<file path="config.mk">
export PLATFORM = sky130hd
export DESIGN_NAME = ctl_ep_resp
export DESIGN_NICKNAME = d
export VERILOG_FILES = /design/src/rtl/ctl_ep_pkg.sv /design/src/rtl/ep_rst_sync.sv /design/src/rtl/ep_toggle_mon.sv /design/src/rtl/ep_resp_field.sv /design/src/rtl/ep_hs_decode.sv /design/src/rtl/ctl_ep_resp.sv
export SDC_FILE = /design/constraint.sdc
export NUM_CORES = 1
export LEC_CHECK = 0
export BUFFER_PORTS_ARGS = -buffer_cell sky130_fd_sc_hd__clkbuf_2
export CAP_MARGIN = 20
export CORE_UTILIZATION = 33
export CTS_CLUSTER_DIAMETER = 50
export DETAILED_ROUTE_END_ITERATION = 10
export PLACE_DENSITY = 0.76
export SLEW_MARGIN = 5
export SYNTH_ARGS = -nofsm -noshare
export SYNTH_HDL_FRONTEND = slang
export SYNTH_SLANG_ARGS = --single-unit
export TNS_END_PERCENT = 100
</file>
<file path="constraint.sdc">
create_clock -name clk -period 0.9 [get_ports clk]
set_input_delay 0.09 -clock clk [delete_from_list [all_inputs] [get_ports clk]]
set_output_delay 0.09 -clock clk [all_outputs]
set_load 0.03 [all_outputs]
</file>
<file path="src/rtl/ctl_ep_pkg.sv">
package ctl_ep_pkg;

  typedef enum logic [1:0] {
    HS_NAK   = 2'd0,
    HS_ACK   = 2'd1,
    HS_STALL = 2'd2
  } hs_e;

  typedef enum logic [1:0] {
    RSP_NAK    = 2'b00,
    RSP_BUF    = 2'b01,
    RSP_STALL  = 2'b10,
    RSP_STALL2 = 2'b11
  } rsp_e;

endpackage

</file>
<file path="src/rtl/ep_rst_sync.sv">
module ep_rst_sync #(
  parameter int STAGES = 2
) (
  input  logic clk,
  input  logic arst_n,
  output logic rst_n_o
);

  logic [STAGES-1:0] sh_q;

  always_ff @(posedge clk or negedge arst_n) begin
    if (!arst_n) sh_q <= '0;
    else         sh_q <= {sh_q[STAGES-2:0], 1'b1};
  end

  assign rst_n_o = sh_q[STAGES-1];

endmodule

</file>
<file path="src/rtl/ep_toggle_mon.sv">
module ep_toggle_mon (
  input  logic clk,
  input  logic rst_n,
  input  logic setup_i,
  input  logic data_ok_i,
  input  logic cmd_en_i,
  input  logic cmd_set_i,
  input  logic cmd_clr_i,
  output logic tog_o
);

  logic tog_q;
  logic tog_d;
  logic tog_en;
  logic cmd_hit;

  // exactly one command bit set, and commands allowed
  assign cmd_hit = cmd_en_i & (cmd_set_i ^ cmd_clr_i);

  always_comb begin
    tog_d  = tog_q;
    tog_en = 1'b0;
    if (setup_i) begin
      tog_d  = 1'b1;
      tog_en = 1'b1;
    end else if (cmd_hit) begin
      tog_d  = cmd_set_i;
      tog_en = 1'b1;
    end else if (data_ok_i) begin
      tog_d  = ~tog_q;
      tog_en = 1'b1;
    end
  end

  always_ff @(posedge clk or negedge rst_n) begin
    if (!rst_n)      tog_q <= 1'b1;
    else if (tog_en) tog_q <= tog_d;
  end

  assign tog_o = tog_q;

  AST_SETUP_TOG_ONE: assert property (@(posedge clk) disable iff (!rst_n)
    setup_i |=> tog_o) else $error("setup did not force DATA1");

  AST_DATA_FLIPS: assert property (@(posedge clk) disable iff (!rst_n)
    (data_ok_i && !setup_i && !cmd_en_i) |=> (tog_o != $past(tog_o)))
    else $error("data accept did not flip toggle");

  AST_BOTH_CMD_HOLD: assert property (@(posedge clk) disable iff (!rst_n)
    (cmd_en_i && cmd_set_i && cmd_clr_i && !setup_i && !data_ok_i) |=> $stable(tog_o))
    else $error("set+clear changed toggle");

endmodule

</file>
<file path="src/rtl/ep_resp_field.sv">
module ep_resp_field
  import ctl_ep_pkg::*;
(
  input  logic       clk,
  input  logic       rst_n,
  input  logic       setup_i,
  input  logic       err_i,
  input  logic       wr_i,
  input  logic [1:0] wr_rsp_i,
  input  logic       wr_cend_i,
  output logic [1:0] rsp_o,
  output logic       cend_o
);

  logic [1:0] rsp_q, rsp_d;
  logic       cend_q, cend_d;
  logic       rsp_en, cend_en;

  always_comb begin
    rsp_d   = rsp_q;
    cend_d  = cend_q;
    rsp_en  = 1'b0;
    cend_en = 1'b0;
    if (setup_i) begin
      rsp_d   = RSP_NAK;
      cend_d  = 1'b0;
      rsp_en  = 1'b1;
      cend_en = 1'b1;
    end else begin
      if (err_i) begin
        rsp_d  = RSP_STALL;
        rsp_en = 1'b1;
      end else if (wr_i) begin
        rsp_d  = wr_rsp_i;
        rsp_en = 1'b1;
      end
      if (wr_i) begin
        cend_d  = wr_cend_i;
        cend_en = 1'b1;
      end
    end
  end

  always_ff @(posedge clk or negedge rst_n) begin
    if (!rst_n)      rsp_q <= RSP_NAK;
    else if (rsp_en) rsp_q <= rsp_d;
  end

  always_ff @(posedge clk or negedge rst_n) begin
    if (!rst_n)       cend_q <= 1'b0;
    else if (cend_en) cend_q <= cend_d;
  end

  assign rsp_o  = rsp_q;
  assign cend_o = cend_q;

  AST_SETUP_CLEARS: assert property (@(posedge clk) disable iff (!rst_n)
    setup_i |=> (rsp_o == RSP_NAK && !cend_o)) else $error("setup did not clear fields");

  AST_ERR_STALLS: assert property (@(posedge clk) disable iff (!rst_n)
    (err_i && !setup_i) |=> (rsp_o == RSP_STALL)) else $error("error did not stall");

endmodule

</file>
<file path="src/rtl/ep_hs_decode.sv">
module ep_hs_decode
  import ctl_ep_pkg::*;
(
  input  logic       clk,
  input  logic       rst_n,
  input  logic [1:0] rsp_i,
  input  logic       buf_rdy_i,
  output logic [1:0] hs_o
);

  always_comb begin
    unique case (rsp_i)
      RSP_NAK:    hs_o = HS_NAK;
      RSP_BUF:    hs_o = buf_rdy_i ? HS_ACK : HS_NAK;
      default:    hs_o = HS_STALL;
    endcase
  end

  AST_STALL_CODES: assert property (@(posedge clk) disable iff (!rst_n)
    rsp_i[1] |-> (hs_o == HS_STALL)) else $error("upper code not STALL");

  AST_NO_ACK_UNREADY: assert property (@(posedge clk) disable iff (!rst_n)
    !buf_rdy_i |-> (hs_o != HS_ACK)) else $error("ACK without buffer");

endmodule

</file>
<file path="src/rtl/ctl_ep_resp.sv">
module ctl_ep_resp
  import ctl_ep_pkg::*;
#(
  parameter int          AW       = 4,
  parameter int          DW       = 16,
  parameter logic [AW-1:0] REG_ADDR = '0,
  parameter int          RST_STG  = 2
) (
  input  logic          clk,
  input  logic          rst_n,
  input  logic [AW-1:0] bus_addr,
  input  logic          bus_we,
  input  logic [DW-1:0] bus_wdata,
  output logic [DW-1:0] bus_rdata,
  input  logic          setup_rx,
  input  logic          data_ack_rx,
  input  logic          xfer_err,
  input  logic          buf_ready,
  output logic [1:0]    hs_sel
);

  localparam int RSP_LSB  = 0;
  localparam int CEND_BIT = 2;
  localparam int TOG_BIT  = 6;
  localparam int SET_BIT  = 8;
  localparam int CLR_BIT  = 9;

  logic       rst_sn;
  logic       sel;
  logic       wr;
  logic       cmd_en;
  logic       tog;
  logic       cend;
  logic [1:0] rsp;
  logic       unused_wdata;

  ep_rst_sync #(.STAGES(RST_STG)) i_rst (
    .clk     (clk),
    .arst_n  (rst_n),
    .rst_n_o (rst_sn)
  );

  assign sel    = (bus_addr == REG_ADDR);
  assign wr     = bus_we & sel;
  assign cmd_en = wr & (rsp == RSP_NAK);
  assign unused_wdata = ^bus_wdata;

  ep_toggle_mon i_tog (
    .clk       (clk),
    .rst_n     (rst_sn),
    .setup_i   (setup_rx),
    .data_ok_i (data_ack_rx),
    .cmd_en_i  (cmd_en),
    .cmd_set_i (bus_wdata[SET_BIT]),
    .cmd_clr_i (bus_wdata[CLR_BIT]),
    .tog_o     (tog)
  );

  ep_resp_field i_rsp (
    .clk       (clk),
    .rst_n     (rst_sn),
    .setup_i   (setup_rx),
    .err_i     (xfer_err),
    .wr_i      (wr),
    .wr_rsp_i  (bus_wdata[RSP_LSB+1:RSP_LSB]),
    .wr_cend_i (bus_wdata[CEND_BIT]),
    .rsp_o     (rsp),
    .cend_o    (cend)
  );

  ep_hs_decode i_hs (
    .clk       (clk),
    .rst_n     (rst_sn),
    .rsp_i     (rsp),
    .buf_rdy_i (buf_ready),
    .hs_o      (hs_sel)
  );

  always_comb begin
    bus_rdata = '0;
    if (sel) begin
      bus_rdata[TOG_BIT]             = tog;
      bus_rdata[CEND_BIT]            = cend;
      bus_rdata[RSP_LSB+1:RSP_LSB]   = rsp;
    end
  end

  AST_RSVD_ZERO: assert property (@(posedge clk) disable iff (!rst_sn)
    (bus_rdata[5:3] == 3'b000) && (bus_rdata[DW-1:7] == '0)) else $error("reserved bits set");

  AST_OTHER_ADDR_ZERO: assert property (@(posedge clk) disable iff (!rst_sn)
    !sel |-> (bus_rdata == '0)) else $error("unmapped read nonzero");

  AST_CMD_GATED: assert property (@(posedge clk) disable iff (!rst_sn)
    (wr && rsp != RSP_NAK && !setup_rx && !data_ack_rx) |=> $stable(tog))
    else $error("toggle command acted outside NAK");

endmodule

</file>
# Word level (Yosys, flattened, before mapping)
# Cells that the tools add are included.
# totals
regBits,6
inputBits,27
output_inout_bits,18
# op_classes
eq_ne,1
muxes,19
bitwise,5
reduce_logical,8
# op_table
op,count
$mux 1,14
$mux 2,3
$reduce_and 2->1,3
$reduce_bool 3->1,2
$logic_not 4->1,1
$pmux 2 s2,1
$and 1x1->1,3
$mux 3,1
$eq 2x1->1 const B,1
$logic_not 2->1,1
$reduce_bool 2->1,1
$not 1->1,1
$xor 1x1->1,1

# Depth between registers and ports, before layout
# Gate-level depths: netlist (run 1).
# logic_depth
depth_word,7
depth_mapped,3
mapped_depth_nobuf,3

# By module
# A second synthesis (run 1) with hierarchy kept.
# hier_totals
hier_cells,43
hier_area_um2,404.1
# by_module_without_submodules
mod,n_inst,cells_each,area_each_um2,seq_area_each_um2
ctl_ep_resp,1,21,153.9,0.0
ep_resp_field,1,10,122.6,75.1
ep_toggle_mon,1,7,61.3,26.3
ep_rst_sync,1,3,53.8,50.0
ep_hs_decode,1,2,12.5,0.0

# Worst setup path before layout (run 1)
# Ideal clock, no wire load.
# synth_timing
path_type,input -> register
from,input port bus_addr[1]
to,register i_rsp.rsp_q[0] (netlist: i_rsp.rsp_o[0])
setup_time_ns,0.124
t_arrival_ns,0.826
setup_slack_ns,-0.051
cell_stages,3
n_path_buf,0
path_cell_list,or4_4 > o21ai_2 > a211oi_2
# synth_between
elab_chain_cells,6
# synth_rtl
item,line_no,source
from (decl),ctl_ep_resp.sv:11,"input logic [AW-1:0] bus_addr,"
$logic_not 4->1 *,ctl_ep_resp.sv:43,assign sel = (bus_addr == REG_ADDR);
$and 1x1->1 *,ctl_ep_resp.sv:44,assign wr = bus_we & sel;
$mux 1,ep_resp_field.sv:33,end else if (wr_i) begin
$mux 1,ep_resp_field.sv:30,if (err_i) begin
$mux 1,ep_resp_field.sv:24,if (setup_i) begin
$reduce_and 2->1 (no line) *,-,
to (signal assigned),ep_resp_field.sv:46,else if (rsp_en) rsp_q <= rsp_d;
to (decl),ep_resp_field.sv:15,"logic [1:0] rsp_q, rsp_d;"
# Every way passes the cells marked *; elsewhere a longest branch is shown, timed or not.
# A chain may end at the register's enable or synchronous reset.

# Final worst setup path (run 1)
# layout_timing
from,register i_rsp.rsp_q[0] (netlist: i_rsp.rsp_o[0])
to,output port hs_sel[0]
# layout_between
elab_chain_cells,2
# layout_rtl
item,line_no,source
$eq 2x1->1 / $logic_not 2->1 (equally long branches),ep_hs_decode.sv:12,unique case (rsp_i)
$pmux 2 s2 *,ep_hs_decode.sv:12,
to (decl),ctl_ep_resp.sv:19,output logic [1:0] hs_sel
# Marked as above.

==> results.txt, run 1 <==
Status: finished with violations
Failing checks: negative setup slack
TritonCTS clock tree: yes
Worst-path clk slew: 0.05 ns
Placer Congestion: 0.733
Worst path bufs/invs: 1
Logic pwr share: 0.276
Max clock buf depth: 2
PortBufs: 21
Ratio of total power to cell area: 1110 nW/µm²
Clk_lat worst skew: 0.25 ns
Initial Util: 0.373
Multiplexer share of the synthesized area: 0.0232
Via-to-Cell Ratio: 4.41
Clock network power share: 0.342
Filler instances: 97
Period minus WS final: 1.10 ns
NetSw: 245 µW
Layout cell share with drive strength beyond 1: 0.575
Seq cells post-synth: 6
Final worst slack: -0.197 ns
Placed insts: 82
Layout Area Growth over Synthesis: 63.8%
CTS H-tree depth: 1
Chip height: 38.2 µm
Nets: 108
Final count of negative-setup-slack endpoints: 8
Register area: 153 µm²
IO Pins: 45
Max-Cap Viols: 0
Met1 Track Usage GR: 0.135
Core box area: 1160 µm²
GRT Overall Usage: 0.135
Syn_area_per_cell: 9.18 µm²
Final design instance area without fill: 707 µm²
Area of placed instances: 519 µm²
Fin. max-slew vios: 0
Synth Area in Simple Gates: 0.226
WL/cell: 9.67 µm
R2R depth: 5
Final cell count without fillers: 94
Mapped Cells: 47
Worst Hold Depth: 2
Final antenna-violating net count: 0
Crit path cell chain: nand2_1, nor2_2, clkbuf_8
Slowest CP cell: dfrtp_1
TritonCTS Buffers: 3
Final Hold Viols: 0
Residual DRC: 0
Post-Synth XOR/XNOR Area: 0.0406
Reg2reg setup slack: -0.16 ns
CP Launch Type: register
Total gr overflow: 0
Diode count: 0
M2 GR Usage: 0.258
First-pass GRT wire length: 1.33 mm
Min-delay src: xfer_err
Post-Synth Adder-Cell Area: 0
HPWL after detailed placement: 668 µm
Arr. time, crit path: 1.01 ns
Worst r2r src: i_rsp.rsp_o[0]
Compound-Gate Fraction of Synth Area: 0.107
Iter 0 DRT Violations: 3
Yosys cell types: 20
Switching share of power: 0.312
Largest family of logic cells by synthesized area: buffers and inverters
Synth warn: 0
Largest net degree at the start of global routing: 9
# clock sinks: 6
Max IR drop VDD: 765 µV
Fin Setup TNS: -1.06 ns
Sequential share of the synthesized area: 0.351
Fmax: 0.911 GHz
Worst Hold End: i_rsp.rsp_o[0]
GRT Max-Usage Layer: met2
Crit Path Max Fanout: 3
Initial antenna violation count: 0
Internal: 541 µW
Sequential power share: 0.382
Chip width: 38.2 µm
Critical path's largest stage delay: 0.39 ns
Layout Utilization: 0.611
Hold WS: 0.0141 ns
Critical path's top delay family: flip-flops
Critical Path Sink Type: primary output
Vias in the first global route: 335
Leakage: 0.358 nW
RSZ-0062 raised after global routing: true
Crit share post-route: 1.22
Final setup skew: 0.0115 ns
Min-Delay Path Class: in2reg
DR vias: 415
R2R Path End: i_tog.tog_o
Post-Syn Area: 432 µm²
WP depth: 3
Rows: 12
Critical path class: reg2out
GRT met3 Usage: 0.0698
Detailed Routing Iterations Pass 1: 2
Area of the multi-input gates: 235 µm²
Worst path required time: 0.81 ns
Die ar.: 1460 µm²
Clk root buf: clkbuf_4
Routed WL: 909 µm
## flip-flops by register name, indices dropped and copies added (netlist names)
name,flops
i_rsp.rsp_o,2
i_rst.sh_q,2
i_rsp.cend_o,1
i_tog.tog_o,1
## cells in the final DEF, fill, tap and decap left out, types with 2 or more instances in the layout
cell type and instances:
nor2_1 2, nor2_2 2, clkbuf_2 15, conb_1 13, buf_4 2, inv_1 2
buf_6 7, buf_8 5, xor2_1 2, dfrtp_1 4, clkbuf_4 3, and2_4 4
o21ai_2 2, nand3_1 3
## worst max path at each step
| stage | startpoint | to | slack (ns) |
|---|---|---|---|
| 2_1_floorplan | bus_addr[1] | i_rsp.rsp_o[0] | -0.05 |
| 3_3_place_gp | bus_addr[1] | i_rsp.rsp_o[0] | -0.20 |
| 3_5_place_dp | bus_addr[1] | i_rsp.rsp_o[1] | -0.21 |
| 4_1_cts | i_tog.tog_o | bus_rdata[6] | -0.23 |
| 5_1_grt | i_rsp.rsp_o[0] | hs_sel[0] | -0.24 |
| 6_report | i_rsp.rsp_o[0] | hs_sel[0] | -0.20 |
## cell type report
| type | instances | share of cell area |
|---|---|---|
| repair buffers | 31 | 0.379 |
| multi-input cells | 37 | 0.333 |
| flip-flops and latches | 6 | 0.216 |
| clock buffers | 4 | 0.0372 |
| well taps | 14 | 0.0248 |
| inverters | 2 | 0.0106 |
## power by group through the flow
stage               Sequential (mW)  Combinational, mW  Clock, mW
floorplan                     0.301              0.150          0
global placement              0.302              0.169          0
detailed placement            0.303              0.172          0
CTS                           0.298              0.211      0.280
global route                  0.303              0.234      0.292
finish                        0.300              0.217      0.269
## timing repair
action,4_1_cts,5_1_grt
hold buffers,1,0
resized for setup,16,15
pin swaps,3,3
setup endpoints to repair,7,9
hold endpoints to repair,2,0
setup buffers,6,2
## routing by layer
| metal | up-vias | share of wire |
|---|---|---|
| met4 | 0 | 0 |
| met2 | 18 | 0.60 |
| met3 | 0 | 0.054 |
| met5 | - | 0 |
| met1 | 201 | 0.34 |
| li1 | 196 | - |
## kinds of logic after synthesis
group	after synthesis
AOI/OAI and AO/OA	6
xor gates and xnor gates	2
buffers and inverters	15
DFF	6
muxes	1
other	2
and+or+nand+nor	15
## Yosys cell counts
cell / n / area share
inv_1: 2 / 0.017
clkbuf_1: 1 / 0.0087
nand3_1: 3 / 0.035
dfstp_2: 1 / 0.061
nand2_1: 1 / 0.0087
nor2_1: 4 / 0.035
or4_4: 1 / 0.026
dfrtp_1: 5 / 0.29
a31oi_1: 1 / 0.015
o21ai_1: 1 / 0.012
a21oi_1: 1 / 0.012
nor4_4: 1 / 0.049
o21ai_2: 2 / 0.041
mux2i_1: 1 / 0.023
xor2_1: 2 / 0.041
nand4_1: 1 / 0.015
a211oi_2: 1 / 0.029
and2_1: 4 / 0.058
conb_1: 2 / 0.017
buf_4: 12 / 0.21
## through the flow
step	worst slack, ns	power (mW)
after global routing	-0.238	0.829
after CTS	-0.227	0.789
after detailed placement	-0.215	0.475
after global placement	-0.201	0.471
after floorplan	-0.0503	0.451
final	-0.197	0.786
No activity file was read; power rests on OpenSTA's default activity.
==> run 2, diff against run 1 <==
PLACE_DENSITY = 0.78   (was 0.76)
==> results.txt, run 2 (synthesis results as in run 1) <==
Status: finished with violations
Failing checks: negative setup slack
Chip height: 38.2 µm (unchanged)
Routed WL: 1.21 mm (+33%)
Final setup skew: 0.0134 ns (+0.00190 ns)
Residual DRC: 0 (unchanged)
Clk root buf: clkbuf_4
Area of placed instances: 519 µm² (unchanged)
Core box area: 1160 µm² (unchanged)
First-pass GRT wire length: 1.78 mm (+34%)
Initial antenna violation count: 0 (unchanged)
Crit share post-route: 1.22 (+0.00286)
Worst-path clk slew: 0.05 ns (about the same)
Commonest non-fill, non-tap cell in the layout: conb_1
Final worst slack: -0.200 ns (-0.00257 ns)
Diode count: 0 (unchanged)
Die ar.: 1460 µm² (unchanged)
Max IR drop VDD: 892 µV (+17%)
CP Launch Type: register
Crit path cell chain: and2_4, buf_8
PortBufs: 21 (unchanged)
Iter 0 DRT Violations: 3 (unchanged)
Critical path's largest stage delay: 0.52 ns (+0.13 ns)
Placer Congestion: 0.733 (about the same)
RSZ-0062 raised after global routing: true
Final antenna-violating net count: 0 (unchanged)
Nets: 108 (unchanged)
Final Power: 812 µW (+3.3%)
Fmax: 0.909 GHz (-0.23%)
Reg2reg setup slack: -0.14 ns (+0.02 ns)
Critical Path Sink Type: primary output
# clock sinks: 6 (unchanged)
Layout Area Growth over Synthesis: 73.9%
Commonest cells after routing, fill and taps aside: conb_1 (13), clkbuf_2 (12), buf_8 (6)
Final Hold Viols: 0 (unchanged)
Ratio of total power to cell area: 1080 nW/µm² (-2.7%)
Arr. time, crit path: 1.01 ns (about the same)
Chip width: 38.2 µm (unchanged)
Slowest CP cell: dfstp_2
Crit Path Max Fanout: 2 (-1)
Total gr overflow: 0 (unchanged)
Final count of negative-setup-slack endpoints: 9 (+1)
Leakage: 0.365 nW (+2.0%)
Largest net degree at the start of global routing: 7 (-2)
DR vias: 426 (+2.7%)
TritonCTS Buffers: 3 (unchanged)
Fin. max-slew vios: 0 (unchanged)
Via-to-Cell Ratio: 4.53 (+2.7%)
Initial Util: 0.373 (unchanged)
GRT Overall Usage: 0.188 (+0.0532)
Min-Delay Path Class: reg2async
Critical path class: reg2out
WL/cell: 12.9 µm (+33%)
Final cell count without fillers: 94 (unchanged)
Rows: 12 (unchanged)
Hold WS: 0.0420 ns (+0.0279 ns)
Period minus WS final: 1.10 ns (+0.00257 ns)
Max-Cap Viols: 0 (unchanged)
Vias in the first global route: 427 (+27%)
Worst path required time: 0.81 ns (about the same)
CTS H-tree depth: 1 (unchanged)
TritonCTS clock tree: yes
Final design instance area without fill: 751 µm² (+6.2%)
Detailed Routing Iterations Pass 1: 4 (+2)
Clk_lat worst skew: 0.25 ns (about the same)
Max clock buf depth: 2 (unchanged)
Placed insts: 82 (unchanged)
Layout cell share with drive strength beyond 1: 0.613 (+0.0375)
IO Pins: 45 (unchanged)
[run 2: report_power, final]
| group | switching, mW | internal (mW) | total, mW | leakage (nW) |
|---|---|---|---|---|
| logic | 0.144 | 0.0975 | 0.242 | 0.277 |
| registers | 0.0128 | 0.288 | 0.301 | 0.0730 |
| clock network | 0.102 | 0.168 | 0.270 | 0.0150 |
[run 2: cell type report]
cell class	count	area, µm²
Timing Repair Buffer	31	284
Fill cell	99	405
Inverter	2	7.51
Sequential cell	6	153
Multi-Input combinational cell	37	263
Tap cell	14	17.5
Clock buffer	4	26.3
[run 2: per-stage QoR]
step	setup TNS [ns]	setup slack, ns	utilization
after floorplan	-0.142	-0.0503	-
after global placement	-1.17	-0.190	0.449
after detailed placement	-1.57	-0.224	0.449
after CTS	-1.01	-0.230	0.579
after global routing	-1.36	-0.238	0.649
final	-1.02	-0.200	0.649
[run 2: worst paths after layout]
kind                                start             end  depth (start not counted)
setup / recovery              i_tog.tog_o    bus_rdata[6]                          2
max in group asynchronous   i_rst.sh_q[1]     i_tog.tog_o                          0
hold reg to reg             i_rst.sh_q[1]  i_rsp.rsp_o[0]                          0
min in group clk                 setup_rx    i_rsp.cend_o                          2
setup reg to reg           i_rsp.rsp_o[1]     i_tog.tog_o                          4
hold / removal              i_rst.sh_q[1]  i_rsp.rsp_o[0]                          0
[run 2: layer usage]
| metal | vias up | global-route usage | wire, µm |
|---|---|---|---|
| met5 | - | 0 | 0 |
| met4 | 0 | 0.0804 | 0 |
| met3 | 0 | 0.0581 | 72 |
| met2 | 22 | 0.377 | 753 |
| met1 | 206 | 0.165 | 387 |
| li1 | 198 | - | - |
[run 2: timing repair]
| action | CTS | global route |
|---|---|---|
| buffers inserted | 5 | 1 |
| pin swaps | 5 | 9 |
| endpoints found under the hold margin | 2 | 1 |
| resized for setup | 18 | 22 |
| hold buffers | 1 | 1 |
| endpoints found under the setup margin | 7 | 10 |
[run 2: critical path: cells and delay by family, from the launching register on]
family / cells / cell delay (ns)
DFF: 1 / 0.52
buffers and inverters: 1 / 0.11
and+or+nand+nor: 1 / 0.14
